==> config.mk <==
export PLATFORM = sky130hd
export DESIGN_NAME = audio_clk_gen
export DESIGN_NICKNAME = d
export VERILOG_FILES = /design/src/rtl/acd_pkg.sv /design/src/rtl/acd_sync.sv /design/src/rtl/acd_bit_div.sv /design/src/rtl/acd_frame_div.sv /design/src/rtl/audio_clk_gen.sv
export SDC_FILE = /design/constraint.sdc
export NUM_CORES = 1
export LEC_CHECK = 0
export BUFFER_PORTS_ARGS = -buffer_cell sky130_fd_sc_hd__buf_2
export CAP_MARGIN = 40
export CELL_PAD_IN_SITES_DETAIL_PLACEMENT = 1
export CELL_PAD_IN_SITES_GLOBAL_PLACEMENT = 1
export CORE_ASPECT_RATIO = 1.5
export CORE_MARGIN = 3
export CORE_UTILIZATION = 50
export CTS_CLUSTER_DIAMETER = 150
export DETAILED_ROUTE_END_ITERATION = 8
export PLACE_DENSITY_LB_ADDON = 0.1
export REMOVE_ABC_BUFFERS = 1
export SLEW_MARGIN = 20
export SYNTH_ARGS = -nofsm -noshare
export SYNTH_HDL_FRONTEND = slang
export SYNTH_SLANG_ARGS = --single-unit
==> constraint.sdc <==
create_clock -name clk_i -period 4.25 [get_ports clk_i]
set_input_delay 0.2125 -clock clk_i [delete_from_list [all_inputs] [get_ports clk_i]]
set_output_delay 0.2125 -clock clk_i [all_outputs]
set_load 0.03 [all_outputs]
==> src/rtl/acd_pkg.sv <==
package acd_pkg;
  parameter int unsigned DIV_W = 8;
  typedef logic [DIV_W-1:0] div_t;

  // a divider of zero would stall the clock; treat it as one
  function automatic div_t clamp1(input div_t v);
    return (v == '0) ? div_t'(1) : v;
  endfunction
endpackage

==> src/rtl/acd_sync.sv <==
module acd_sync #(
  parameter int unsigned W = 1
) (
  input  logic         clk_i,
  input  logic         rst_ni,
  input  logic [W-1:0] d_i,
  output logic [W-1:0] q_o
);
  logic [W-1:0] s1_q;

  always_ff @(posedge clk_i or negedge rst_ni) begin
    if (!rst_ni) begin
      s1_q <= '0;
      q_o  <= '0;
    end else begin
      s1_q <= d_i;
      q_o  <= s1_q;
    end
  end
endmodule

==> src/rtl/acd_bit_div.sv <==
module acd_bit_div import acd_pkg::*; #(
  parameter div_t RST_DIV = div_t'(3)
) (
  input  logic clk_i,
  input  logic rst_ni,
  input  logic run_i,
  input  logic load_i,
  input  div_t div_i,
  output logic raw_o,
  output logic wrap_o
);
  div_t act_q, cnt_q;
  logic [DIV_W:0] period;

  assign period = {1'b0, act_q} + 1'b1;
  assign wrap_o = run_i && (cnt_q == act_q);
  assign raw_o  = {1'b0, cnt_q} >= (period >> 1);

  always_ff @(posedge clk_i or negedge rst_ni) begin
    if (!rst_ni) begin
      cnt_q <= '0;
      act_q <= RST_DIV;
    end else begin
      if (!run_i || wrap_o) cnt_q <= '0;
      else                  cnt_q <= div_t'(cnt_q + 1'b1);
      if (load_i) act_q <= clamp1(div_i);
    end
  end


  bit_cnt_range_chk: assert property (@(posedge clk_i) disable iff (!rst_ni)
    cnt_q <= act_q);


  bit_div_latch_chk: assert property (@(posedge clk_i) disable iff (!rst_ni)
    (act_q != $past(act_q)) |-> $past(load_i));
endmodule

==> src/rtl/acd_frame_div.sv <==
module acd_frame_div import acd_pkg::*; #(
  parameter div_t RST_DIV = div_t'(63)
) (
  input  logic clk_i,
  input  logic rst_ni,
  input  logic run_i,
  input  logic adv_i,
  input  div_t div_i,
  output logic raw_o,
  output logic wrap_o
);
  div_t act_q, cnt_q;
  logic [DIV_W:0] period;

  assign period = {1'b0, act_q} + 1'b1;
  assign wrap_o = run_i && adv_i && (cnt_q == act_q);
  assign raw_o  = {1'b0, cnt_q} >= (period >> 1);

  always_ff @(posedge clk_i or negedge rst_ni) begin
    if (!rst_ni) begin
      cnt_q <= '0;
      act_q <= RST_DIV;
    end else if (!run_i) begin
      cnt_q <= '0;
    end else if (wrap_o) begin
      cnt_q <= '0;
      act_q <= clamp1(div_i);
    end else if (adv_i) begin
      cnt_q <= div_t'(cnt_q + 1'b1);
    end
  end


  frame_cnt_range_chk: assert property (@(posedge clk_i) disable iff (!rst_ni)
    cnt_q <= act_q);


  frame_div_latch_chk: assert property (@(posedge clk_i) disable iff (!rst_ni)
    (act_q != $past(act_q)) |-> $past(wrap_o));
endmodule

==> src/rtl/audio_clk_gen.sv <==
module audio_clk_gen import acd_pkg::*; #(
  parameter div_t RST_MDIV    = div_t'(3),
  parameter div_t RST_TX_FDIV = div_t'(63),
  parameter div_t RST_RX_FDIV = div_t'(63)
) (
  input  logic             clk_i,
  input  logic             rst_ni,
  input  logic             slave_i,
  input  logic             bclk_inv_i,
  input  logic [1:0]       share_i,
  input  logic [DIV_W-1:0] mdiv_i,
  input  logic [DIV_W-1:0] tx_fdiv_i,
  input  logic [DIV_W-1:0] rx_fdiv_i,
  input  logic             bclk_i,
  input  logic             tx_fclk_i,
  input  logic             rx_fclk_i,
  output logic             bclk_o,
  output logic             bclk_rise_o,
  output logic             bclk_fall_o,
  output logic             tx_fclk_o,
  output logic             tx_fedge_o,
  output logic             rx_fclk_o,
  output logic             rx_fedge_o
);
  // lane 0: bit clock, lane 1: tx frame, lane 2: rx frame
  localparam int unsigned LANES = 3;

  logic [LANES-1:0] ext_sync, src, pin_q, pin_d, rise, fall;
  logic bit_raw, bit_wrap, tx_raw, tx_wrap, rx_raw, rx_wrap;

  acd_sync #(.W(LANES)) u_sync (
    .clk_i (clk_i),
    .rst_ni(rst_ni),
    .d_i   ({rx_fclk_i, tx_fclk_i, bclk_i}),
    .q_o   (ext_sync)
  );

  acd_bit_div #(.RST_DIV(RST_MDIV)) u_bit (
    .clk_i (clk_i),
    .rst_ni(rst_ni),
    .run_i (!slave_i),
    .load_i(tx_wrap),
    .div_i (mdiv_i),
    .raw_o (bit_raw),
    .wrap_o(bit_wrap)
  );

  acd_frame_div #(.RST_DIV(RST_TX_FDIV)) u_tx (
    .clk_i (clk_i),
    .rst_ni(rst_ni),
    .run_i (!slave_i),
    .adv_i (bit_wrap),
    .div_i (tx_fdiv_i),
    .raw_o (tx_raw),
    .wrap_o(tx_wrap)
  );

  acd_frame_div #(.RST_DIV(RST_RX_FDIV)) u_rx (
    .clk_i (clk_i),
    .rst_ni(rst_ni),
    .run_i (!slave_i),
    .adv_i (bit_wrap),
    .div_i (rx_fdiv_i),
    .raw_o (rx_raw),
    .wrap_o(rx_wrap)
  );

  always_comb begin
    src[0] = (slave_i ? ext_sync[0] : bit_raw) ^ bclk_inv_i;
    src[1] = slave_i ? ext_sync[1] : tx_raw;
    src[2] = (share_i != 2'd0) ? src[1] : (slave_i ? ext_sync[2] : rx_raw);
  end

  always_ff @(posedge clk_i or negedge rst_ni) begin
    if (!rst_ni) begin
      pin_q <= '0;
      pin_d <= '0;
    end else begin
      pin_q <= src;
      pin_d <= pin_q;
    end
  end

  for (genvar g = 0; g < LANES; g++) begin : g_edge
    assign rise[g] = pin_q[g] & ~pin_d[g];
    assign fall[g] = ~pin_q[g] & pin_d[g];
  end

  assign bclk_o      = pin_q[0];
  assign bclk_rise_o = rise[0];
  assign bclk_fall_o = fall[0];
  assign tx_fclk_o   = pin_q[1];
  assign tx_fedge_o  = rise[1] | fall[1];
  assign rx_fclk_o   = pin_q[2];
  assign rx_fedge_o  = rise[2] | fall[2];


  rx_wrap_on_bit_chk: assert property (@(posedge clk_i) disable iff (!rst_ni)
    rx_wrap |-> bit_wrap);


  frame_edge_align_chk: assert property (@(posedge clk_i) disable iff (!rst_ni)
    ($past(rst_ni, 2) && !$past(slave_i) && !$past(slave_i, 2) &&
     ($past(bclk_inv_i) == $past(bclk_inv_i, 2)) && tx_fedge_o)
    |-> ($past(bclk_inv_i) ? bclk_rise_o : bclk_fall_o));


  slave_follow_chk: assert property (@(posedge clk_i) disable iff (!rst_ni)
    ($past(rst_ni, 3) && $past(slave_i))
    |-> (bclk_o == ($past(bclk_i, 3) ^ $past(bclk_inv_i))));


  shared_frame_chk: assert property (@(posedge clk_i) disable iff (!rst_ni)
    ($past(rst_ni) && ($past(share_i) != 2'd0)) |-> (rx_fclk_o == tx_fclk_o));
endmodule

==> flow_summary.yaml <==
clock_tree:
  cts-root-buf: "clkbuf_8"
  cts-htree-levels: 3
  clock_latency_ps: 350
  post-cts-setup-buffer-count: 0
  clk_path_buf_depth: 2
  cts_sinks: 60
  cts_buffers: 9
  cts_tree: "done"
  clkTransAtPathRegs_ps: 60
  cts_resized: 0
power:
  p_per_area_mw_per_mm2: 455
  p_leak_nw: 1.98
  total_power_mw: 1.90
  ir_drop_mv: 0.356
synth:
  synth.distinct_cells: 36
  yosys_register_bits: 60
  yosysWarnings: 0
  synth_edf_count: 0
  ys_seq_area_share_pct: 41.7
  synthArstFlopShare_pct: 100
  synth_flop_cell: "dfrtp_1"
  synth.avg_cell_area_um2: 10.2
  netlist_instances: 356
  syn_area_mm2: 0.00365
detailed_routing:
  drcViolationCount: 0
  wl_per_cell_um: 17.9
  drt_first_pass_iters: 4
  drtIter0Drc: 79
  vias: 2931
  vias_per_cell: 5.77
  ant_nets: 0
  drt-total-wl_um: 9080
finish:
  synthToLayoutAreaGrowth_pct: 14.9
  num_antenna_cells: 0
  final_area_mm2: 0.00419
  final_nets: 469
  drive_gt1_share_pct: 20.9
  utilization_pct: 59.9
  fillers: 795
global_routing:
  grt_pass1_wl_um: 15200
  grt_pass1_vias: 3200
  gr-usage-all-layers_pct: 24.0
  grt_max_degree: 61
  gr-total-overflow: 0
  antenna_found_initial: 0
worst_hold_path:
  hold_path_depth: 2
  min_from: "bclk_inv_i"
  hold_end: "pin_q[0]$_DFF_PN0_"
  hold_class: "input port to flop"
floorplanning:
  die_h_um: 111
  io_pins: 40
  start_util_pct: 52.2
  core_area_mm2: 0.00699
  dieArea_mm2: 0.00837
  row_count: 37
  fp.dieW_um: 75.7
worst_setup_path:
  start_kind: "flop"
  crit_slowest_cell: "dfstp_2"
  crit_family: "compound AO/OA/AOI/OAI gates"
  path_buf_inv: 0
  cpPeakStageDelay_ps: 590
  critPathMostFrequentCell: "ha_1"
  reg2reg_setup_slack_ps: 1730
  crit_required_ps: 4470
  cp_max_fo: 6
  crit_chain: "ha_1, nand3_1, xor2_1, ha_1, a211oi_1, o21ai_0, a2111oi_0, o22ai_1"
  ff2ff_path_depth: 8
  crit_arrival_ps: 2740
  critPathCaptureType: "flop"
  r2r_start: "u_rx.act_q[0]$_DFFE_PN1P_"
  worstSetupPathType: "flop to flop"
  reg2reg_to: "pin_q[2]$_DFF_PN0_"
sta:
  final-setup-viol-count: 0
  post-route-period-util_pct: 59.3
  finalHoldViolCount: 0
  rsz0062_at_grt: "false"
  slew_viol_final: 0
  tightestPinTransition_ps: 597
  fin_setup_tns_ps: 0
  max_clock_freq_ghz: 0.397
  min_period_ps: 2520
  skew_ps: 13.6
  relSlewSlack_pct: 59.9
flow_run:
  cap_violations: 0
placement:
  dpl_cell_area_mm2: 0.00394
  post-dp-hpwl_um: 6810
  routabilityCongestion: 0.785
  portBuffers: 39
run_status:
  run_status: "finished clean"
[worst max path at each step]
stage / startpoint / to / depth (start not counted)
floorplan: u_bit.act_q[3]$_DFFE_PN0P_ / u_bit.act_q[2]$_DFFE_PN0P_ / 5
global placement: u_rx.act_q[0]$_DFFE_PN1P_ / pin_q[2]$_DFF_PN0_ / 8
detailed placement: u_rx.act_q[0]$_DFFE_PN1P_ / pin_q[2]$_DFF_PN0_ / 8
CTS: u_rx.act_q[0]$_DFFE_PN1P_ / pin_q[2]$_DFF_PN0_ / 8
global route: u_rx.act_q[0]$_DFFE_PN1P_ / pin_q[2]$_DFF_PN0_ / 8
finish: u_rx.act_q[0]$_DFFE_PN1P_ / pin_q[2]$_DFF_PN0_ / 8
[routing by layer]
metal	vias to the layer above	share of wire [%]	track usage, %
met1	1466	39	25.9
met2	54	55	42.2
met3	27	2.7	5.56
met5	-	0	0
met4	0	3.6	11.3
li1	1384	-	-
[final cells by class]
class / count / area (um^2) / area share, %
Sequential cell: 60 / 1520 / 36.3
Clock buffer: 13 / 139 / 3.32
Timing Repair Buffer: 47 / 285 / 6.81
Tap cell: 97 / 121 / 2.90
Inverter: 7 / 26.3 / 0.627
Multi-Input combinational cell: 281 / 2060 / 49.1
Clock inverter: 3 / 40.0 / 0.956
[cell usage after synthesis (all sizes together), types with 4 or more instances]
cell | n | share of area [%]
a31oi | 7 | 1.2
nand4 | 4 | 0.69
nand3 | 47 | 6.9
nand2 | 23 | 2.4
dfstp | 14 | 10
dfrtp | 46 | 32
o21ai | 15 | 2.1
xor2 | 44 | 11
inv | 7 | 0.72
mux2i | 6 | 1.6
ha | 30 | 10
nor4 | 9 | 1.9
a21oi | 13 | 1.8
mux2 | 21 | 6.5
xnor2 | 9 | 2.2
nor2 | 18 | 1.9
nor2b | 4 | 0.69
and3 | 13 | 2.2
clkbuf | 5 | 0.51
[metrics by stage]
stage / instances / setup slack, ps / hold slack, ps
detailed placement: 487 / 1710 / 327
global placement: 487 / 1790 / 321
CTS: 506 / 1700 / 26.4
floorplan: 348 / 1850 / -83.1
global route: 508 / 1560 / 39.7
finish: 508 / 1730 / 53.1
[flip-flops by register name, summed over array words and instances, names as in the netlist]
signal       cells
u_sync.s1_q      3
pin_q            3
u_tx.cnt_q       8
pin_d            3
u_rx.cnt_q       8
u_rx.act_q       8
u_bit.act_q      8
u_tx.act_q       8
u_bit.cnt_q      8
u_sync.q_o       3
[power by group]
part	switching, mW	internal (mW)
clock	0.220	0.270
sequential	0.144	0.695
combinational	0.327	0.249
total	0.691	1.21
[worst register-to-register path, cell delays in order, from the launching register on]
cell and delay, ps:
dfstp_2 590, ha_1 240, nand3_1 110, xor2_1 160
ha_1 290, a211oi_1 220, o21ai_0 120, a2111oi_0 500
o22ai_1 160
[what timing repair did]
action | 4_1_cts | 5_1_grt
hold endpoints to repair | 3 | 6
endpoints found under the setup margin | 0 | 0
hold buffers | 3 | 1
[logic make-up (layout without fill, tap and decap cells)]
kind of cell / Yosys count / in the layout / synth area share, %
AND/OR/NAND/NOR: 125 / 125 / 17.7
adder cells (fa/ha/maj): 30 / 30 / 10.3
buffers and inverters: 15 / 70 / 1.89
XOR/XNOR: 53 / 53 / 12.7
multiplexers: 27 / 27 / 8.13
AO/OA/AOI/OAI: 46 / 46 / 7.55
flip-flops: 60 / 60 / 41.7
[layout by cell type (no fill, tap or decap), types with 4 or more instances in the layout]
cell type	instances
nand2_1	23
clkbuf_8	9
xnor2_1	9
dfrtp_1	46
mux2_2	13
buf_2	39
inv_1	7
nor2_1	18
nor2b_1	4
o21ai_0	15
mux2_1	8
nor4_1	7
and3_1	13
xor2_1	44
dfstp_2	14
ha_1	30
a31oi_1	7
nand3_1	45
clkbuf_1	4
nand4_1	4
mux2i_1	6
a21oi_1	13
dlygate4sd3_1	4
No activity file was read; power rests on OpenSTA's default activity.
